==> src/rtl/rf_pkg.sv <==
package rf_pkg;

    localparam int RF_ADDR_W = 5;
    localparam int RF_DATA_W = 32;

    // Source chosen by a read port, in priority order
    typedef enum logic [1:0] {
        RD_SRC_ZERO  = 2'd0,
        RD_SRC_FWD   = 2'd1,
        RD_SRC_STORE = 2'd2
    } rd_src_e;

endpackage

==> src/rtl/rf_wr_decode.sv <==
module rf_wr_decode #(
    parameter int ADDR_W   = rf_pkg::RF_ADDR_W,
    localparam int NUM_REGS = 1 << ADDR_W
) (
    input  logic                 wr_en,
    input  logic [ADDR_W-1:0]    wr_addr,
    output logic [NUM_REGS-1:1]  wr_lines
);

    // One-hot decode gated by the enable; entry 0 has no line at all
    for (genvar k = 1; k < NUM_REGS; k++) begin : g_line
        assign wr_lines[k] = wr_en && (wr_addr == ADDR_W'(k));
    end

    always_comb begin

        wr_gate_chk: assert (wr_en || (wr_lines == '0));

        wr_onehot_chk: assert ($onehot0(wr_lines));

        wr_zero_chk: assert ((wr_addr != '0) || (wr_lines == '0));
    end

endmodule

==> src/rtl/rf_storage.sv <==
module rf_storage #(
    parameter int ADDR_W   = rf_pkg::RF_ADDR_W,
    parameter int DATA_W   = rf_pkg::RF_DATA_W,
    localparam int NUM_REGS = 1 << ADDR_W
) (
    input  logic                              clk,
    input  logic [NUM_REGS-1:1]               wr_lines,
    input  logic [DATA_W-1:0]                 wr_data,
    output logic [NUM_REGS-1:0][DATA_W-1:0]   arr_all
);

    typedef struct packed {
        logic [NUM_REGS-1:1][DATA_W-1:0] regs;
    } store_t;

    store_t st_d;
    store_t st_q;

    always_comb begin
        st_d = st_q;
        for (int k = 1; k < NUM_REGS; k++) begin
            if (wr_lines[k]) begin
                st_d.regs[k] = wr_data;
            end
        end
    end

    always_ff @(posedge clk) begin
        st_q <= st_d;
    end

    assign arr_all[0] = '0;
    for (genvar k = 1; k < NUM_REGS; k++) begin : g_out
        assign arr_all[k] = st_q.regs[k];
    end

    // Assertion support: becomes 1 after the first edge
    logic armed_q = 1'b0;
    always_ff @(posedge clk) begin
        armed_q <= 1'b1;
    end

    for (genvar k = 1; k < NUM_REGS; k++) begin : g_chk

        commit_chk: assert property (@(posedge clk) disable iff (!armed_q)
            wr_lines[k] |=> (st_q.regs[k] == $past(wr_data)));

        hold_chk: assert property (@(posedge clk) disable iff (!armed_q)
            !wr_lines[k] |=> $stable(st_q.regs[k]));
    end

endmodule

==> src/rtl/rf_read_port.sv <==
module rf_read_port #(
    parameter int ADDR_W   = rf_pkg::RF_ADDR_W,
    parameter int DATA_W   = rf_pkg::RF_DATA_W,
    localparam int NUM_REGS = 1 << ADDR_W
) (
    input  logic                              clk,
    input  logic [ADDR_W-1:0]                 rd_addr,
    input  logic                              wr_en,
    input  logic [ADDR_W-1:0]                 wr_addr,
    input  logic [DATA_W-1:0]                 wr_data,
    input  logic [NUM_REGS-1:0][DATA_W-1:0]   arr_all,
    output logic [DATA_W-1:0]                 rd_data
);
    import rf_pkg::*;

    rd_src_e            src;
    logic               fwd_hit;
    logic [DATA_W-1:0]  stored_word;

    assign stored_word = arr_all[rd_addr];
    assign fwd_hit     = wr_en && (wr_addr != '0) && (wr_addr == rd_addr);

    // Priority: zero address, then forward match, then stored word
    always_comb begin
        if (rd_addr == '0) begin
            src = RD_SRC_ZERO;
        end else if (fwd_hit) begin
            src = RD_SRC_FWD;
        end else begin
            src = RD_SRC_STORE;
        end
    end

    always_comb begin
        unique case (src)
            RD_SRC_ZERO:  rd_data = '0;
            RD_SRC_FWD:   rd_data = wr_data;
            RD_SRC_STORE: rd_data = stored_word;
            default:      rd_data = '0;
        endcase
    end

    logic armed_q = 1'b0;
    always_ff @(posedge clk) begin
        armed_q <= 1'b1;
    end


    zero_read_chk: assert property (@(posedge clk) disable iff (!armed_q)
        (rd_addr == '0) |-> (rd_data == '0));

    fwd_read_chk: assert property (@(posedge clk) disable iff (!armed_q)
        (wr_en && (wr_addr == rd_addr) && (rd_addr != '0)) |-> (rd_data == wr_data));

    store_read_chk: assert property (@(posedge clk) disable iff (!armed_q)
        ((rd_addr != '0) && !(wr_en && (wr_addr == rd_addr))) |-> (rd_data == arr_all[rd_addr]));

endmodule

==> src/rtl/regfile_2r1w.sv <==
module regfile_2r1w #(
    parameter int ADDR_W = rf_pkg::RF_ADDR_W,
    parameter int DATA_W = rf_pkg::RF_DATA_W
) (
    input  logic              clk,
    input  logic              wr_en,
    input  logic [ADDR_W-1:0] wr_addr,
    input  logic [DATA_W-1:0] wr_data,
    input  logic [ADDR_W-1:0] rd_addr_a,
    input  logic [ADDR_W-1:0] rd_addr_b,
    output logic [DATA_W-1:0] rd_data_a,
    output logic [DATA_W-1:0] rd_data_b
);
    localparam int NUM_REGS = 1 << ADDR_W;
    localparam int NUM_RD   = 2;

    logic [NUM_REGS-1:1]             wr_lines;
    logic [NUM_REGS-1:0][DATA_W-1:0] arr_all;
    logic [NUM_RD-1:0][ADDR_W-1:0]   rd_addr_v;
    logic [NUM_RD-1:0][DATA_W-1:0]   rd_data_v;

    assign rd_addr_v[0] = rd_addr_a;
    assign rd_addr_v[1] = rd_addr_b;
    assign rd_data_a    = rd_data_v[0];
    assign rd_data_b    = rd_data_v[1];

    rf_wr_decode #(.ADDR_W(ADDR_W)) u_dec (
        .wr_en    (wr_en),
        .wr_addr  (wr_addr),
        .wr_lines (wr_lines)
    );

    rf_storage #(.ADDR_W(ADDR_W), .DATA_W(DATA_W)) u_store (
        .clk      (clk),
        .wr_lines (wr_lines),
        .wr_data  (wr_data),
        .arr_all  (arr_all)
    );

    for (genvar p = 0; p < NUM_RD; p++) begin : g_port
        rf_read_port #(.ADDR_W(ADDR_W), .DATA_W(DATA_W)) u_rd (
            .clk     (clk),
            .rd_addr (rd_addr_v[p]),
            .wr_en   (wr_en),
            .wr_addr (wr_addr),
            .wr_data (wr_data),
            .arr_all (arr_all),
            .rd_data (rd_data_v[p])
        );
    end

    logic armed_q = 1'b0;
    always_ff @(posedge clk) begin
        armed_q <= 1'b1;
    end


    dual_fwd_chk: assert property (@(posedge clk) disable iff (!armed_q)
        (wr_en && (wr_addr != '0) && (rd_addr_a == wr_addr) && (rd_addr_b == wr_addr))
        |-> ((rd_data_a == wr_data) && (rd_data_b == wr_data)));

    same_addr_chk: assert property (@(posedge clk) disable iff (!armed_q)
        (rd_addr_a == rd_addr_b) |-> (rd_data_a == rd_data_b));

endmodule

==> config.mk <==
export PLATFORM = sky130hd
export DESIGN_NAME = regfile_2r1w
export DESIGN_NICKNAME = d
export VERILOG_FILES = /design/src/rtl/rf_pkg.sv /design/src/rtl/rf_wr_decode.sv /design/src/rtl/rf_storage.sv /design/src/rtl/rf_read_port.sv /design/src/rtl/regfile_2r1w.sv
export SDC_FILE = /design/constraint.sdc
export NUM_CORES = 1
export LEC_CHECK = 0
export BUFFER_PORTS_ARGS = -buffer_cell sky130_fd_sc_hd__buf_2
export CAP_MARGIN = 20
export CORE_UTILIZATION = 55
export DETAILED_ROUTE_END_ITERATION = 10
export PLACE_DENSITY_LB_ADDON = 0.2
export SLEW_MARGIN = 20
export SYNTH_ARGS = -nofsm -noshare
export SYNTH_HDL_FRONTEND = slang
export SYNTH_SLANG_ARGS = --single-unit
==> constraint.sdc <==
create_clock -name clk -period 5.5 [get_ports clk]
set_input_delay 0.55 -clock clk [delete_from_list [all_inputs] [get_ports clk]]
set_output_delay 0.55 -clock clk [all_outputs]
set_load 0.03 [all_outputs]
==> out/summary.json <==
{
  "hold_class": "in2reg",
  "setup.worst_path.class": "in2out",
  "setup_viol": 0,
  "clkSlewWorstSetupHoldPaths_ps": 60,
  "netlist_instances": 2511,
  "antenna_found_initial": 17,
  "cts_buffer_depth": 3,
  "hold_slack_ps": 405,
  "core_sq_um": 83700,
  "cts_setup_buffers": 0,
  "detail_route.first_pass.iterations": 6,
  "num_rows": 106,
  "synth_edf_count": 992,
  "netlist_area_sq_um": 46500,
  "grt_setup_unrepaired": "no",
  "finalWorstPathRequiredPeriod_ps": 4480,
  "leakagePower_nw": 16.9,
  "route.vias.total": 28100,
  "critPathLaunchType": "input pin",
  "drt-wirelength-per-cell_microns": 37.5,
  "ys_async_sr_fraction": 0,
  "worst_slew_margin_rel": 0.160,
  "cts_max_level": 3,
  "run_status": "complete, no violations",
  "final.fill_count": 5742,
  "max_fclk_mhz": 223,
  "worst_ep_required_time_ps": 4950,
  "layout.cells.most_common_list": "sky130_fd_sc_hd__edfxtp_1, sky130_fd_sc_hd__mux4_2, sky130_fd_sc_hd__mux2i_1",
  "die_width_microns": 293,
  "globalRoute.totalOverflow": 0,
  "cts.sinks": 992,
  "detail_route.drc_violations": 0,
  "dieHeight_microns": 293,
  "drt_iter0_markers": 4510,
  "dp.final_hpwl_microns": 86200,
  "synth.avg_cell_area_sq_um": 18.5,
  "min_period_over_period": 0.814,
  "grt.total_usage": 0.339,
  "finish.instance_area_sq_um": 52200,
  "portion_of_the_post_synthesis_area_used_by_sequential_elements": 0.640,
  "post_cts_resized": 0,
  "port-buffer-count": 112,
  "flip_flop_count_of_the_largest_register_all_copies_and_words_added": 992,
  "tightestPinTransition_ps": 1240,
  "worst_ir_drop_on_vdd_mv": 0.320,
  "first_global_vias": 28400,
  "fin_setup_tns_ps": 0,
  "synthesis.yosys.warnings": 0,
  "grt_pass1_wl_microns": 205000,
  "dieArea_sq_um": 85800,
  "drtAntennaViolNets": 0,
  "number_of_ports_placed_on_the_die_boundary": 113,
  "tritoncts": "done",
  "final-max-slew-violation-count": 0,
  "routabilityCongestion": 0.891,
  "share_of_cells_above_drive_strength_1": 0.333,
  "path_max_fanout": 68,
  "layout.nets": 2664,
  "max_cap_viol_count": 0,
  "synth_cell_types": 46,
  "synth_register_bits": 992,
  "tritoncts.num_buffers": 101,
  "routed_wirelength_microns": 144000,
  "start_util": 0.556,
  "cts-root-buf": "sky130_fd_sc_hd__clkbuf_16",
  "final_common_cell": "sky130_fd_sc_hd__edfxtp_1",
  "area_post_placement_sq_um": 48900,
  "grt_start_max_net_pins": 76,
  "critPathCaptureType": "output port",
  "power_density_nw_per_um2": 329,
  "drt-vias-per-instance": 7.34,
  "syn_nets": 2560,
  "power_mw": 17.2,
  "cp_data_arrival_time_ps": 3930,
  "hold_violation_count_in_the_final_report": 0,
  "hold_fix_buffers_at_cts": 0,
  "synthToLayoutAreaGrowth_pct": 12.3,
  "dominantRegCellSynth": "sky130_fd_sc_hd__edfxtp_1"
}
[layer usage]
metal,global-route usage,routed length [microns],vias up
met5,0,191,-
met4,0.126,5890,30
met3,0.105,20400,425
met2,0.514,66100,2193
met1,0.465,51200,14500
li1,-,-,11000
[cell type report]
| class | count | area (sq um) | share of cell area |
|---|---|---|---|
| clock inverters | 63 | 686 | 0.0131 |
| diodes | 4 | 10.0 | 0.000192 |
| well taps | 1134 | 1420 | 0.0272 |
| repair buffers | 213 | 1610 | 0.0308 |
| inverters | 1 | 3.75 | 0.0000719 |
| clock buffers | 117 | 2670 | 0.0512 |
| multi-input cells | 1306 | 16100 | 0.307 |
| flip-flops and latches | 992 | 29800 | 0.570 |
[kinds of logic (layout without fill, tap and decap cells)]
group                     count (synthesis)  after routing  synth area share
and+or+nand+nor                         255            255            0.0259
buffers and inverters                   213            394            0.0214
other                                     0              4                 0
xor gates and xnor gates                 10             10           0.00188
muxes                                   636            636             0.248
DFF                                     992            992             0.640
AOI/OAI and AO/OA                       405            405            0.0622
[cell usage after synthesis, drive strengths merged, types with 2 or more instances]
library cell | n | area [sq um]
mux2i | 148 | 1480
and2 | 4 | 25.0
a221oi | 11 | 96.3
o31ai | 2 | 20.0
edfxtp | 992 | 29800
or2 | 2 | 12.5
nor2 | 89 | 334
nor4 | 13 | 81.3
o311ai | 22 | 193
o22ai | 41 | 257
a22oi | 122 | 916
a211oi | 2 | 15.0
a22o | 52 | 455
clkbuf | 101 | 379
nand2 | 62 | 233
nand3 | 8 | 40.0
mux2 | 81 | 912
nor3 | 10 | 50.1
mux4 | 407 | 9170
a211o | 31 | 272
a21oi | 75 | 375
buf | 111 | 613
nor2b | 44 | 275
o21ai | 3 | 15.0
a31oi | 42 | 263
xor2 | 3 | 26.3
nand4 | 2 | 12.5
or3 | 4 | 25.0
xnor2 | 7 | 61.3
nand3b | 3 | 22.5
nand2b | 10 | 62.6
[power breakdown]
group | internal [mW] | leakage (nW) | total [mW] | switching (mW)
clock | 4.12 | 1.62 | 7.04 | 2.92
combinational | 0.619 | 6.38 | 1.68 | 1.06
sequential | 8.41 | 8.94 | 8.45 | 0.0403
[worst max-delay path, stage by stage]
cell                       delay, ps
sky130_fd_sc_hd__buf_8           550
sky130_fd_sc_hd__nand2_1         760
sky130_fd_sc_hd__buf_4           470
sky130_fd_sc_hd__o22ai_1         200
sky130_fd_sc_hd__o311ai_0        150
sky130_fd_sc_hd__buf_4           170
sky130_fd_sc_hd__a31oi_1         640
sky130_fd_sc_hd__buf_2           330
[metrics by stage]
stage,instances,setup slack [ps],util
finish,3830,1020,0.624
global route,3826,942,0.624
CTS,3826,1180,0.624
detailed placement,3646,1190,0.584
global placement,3639,1250,0.582
floorplan,2511,1660,-
[worst paths after layout]
kind | slack (ps) | startpoint | to | cells after the start
setup / recovery | 1020 | rd_addr_a[0] | rd_data_a[19] | 8
hold / removal | 400 | wr_data[15] | u_store.arr_all[495] | 1
Note: power is estimated with default switching activity, not from simulation.
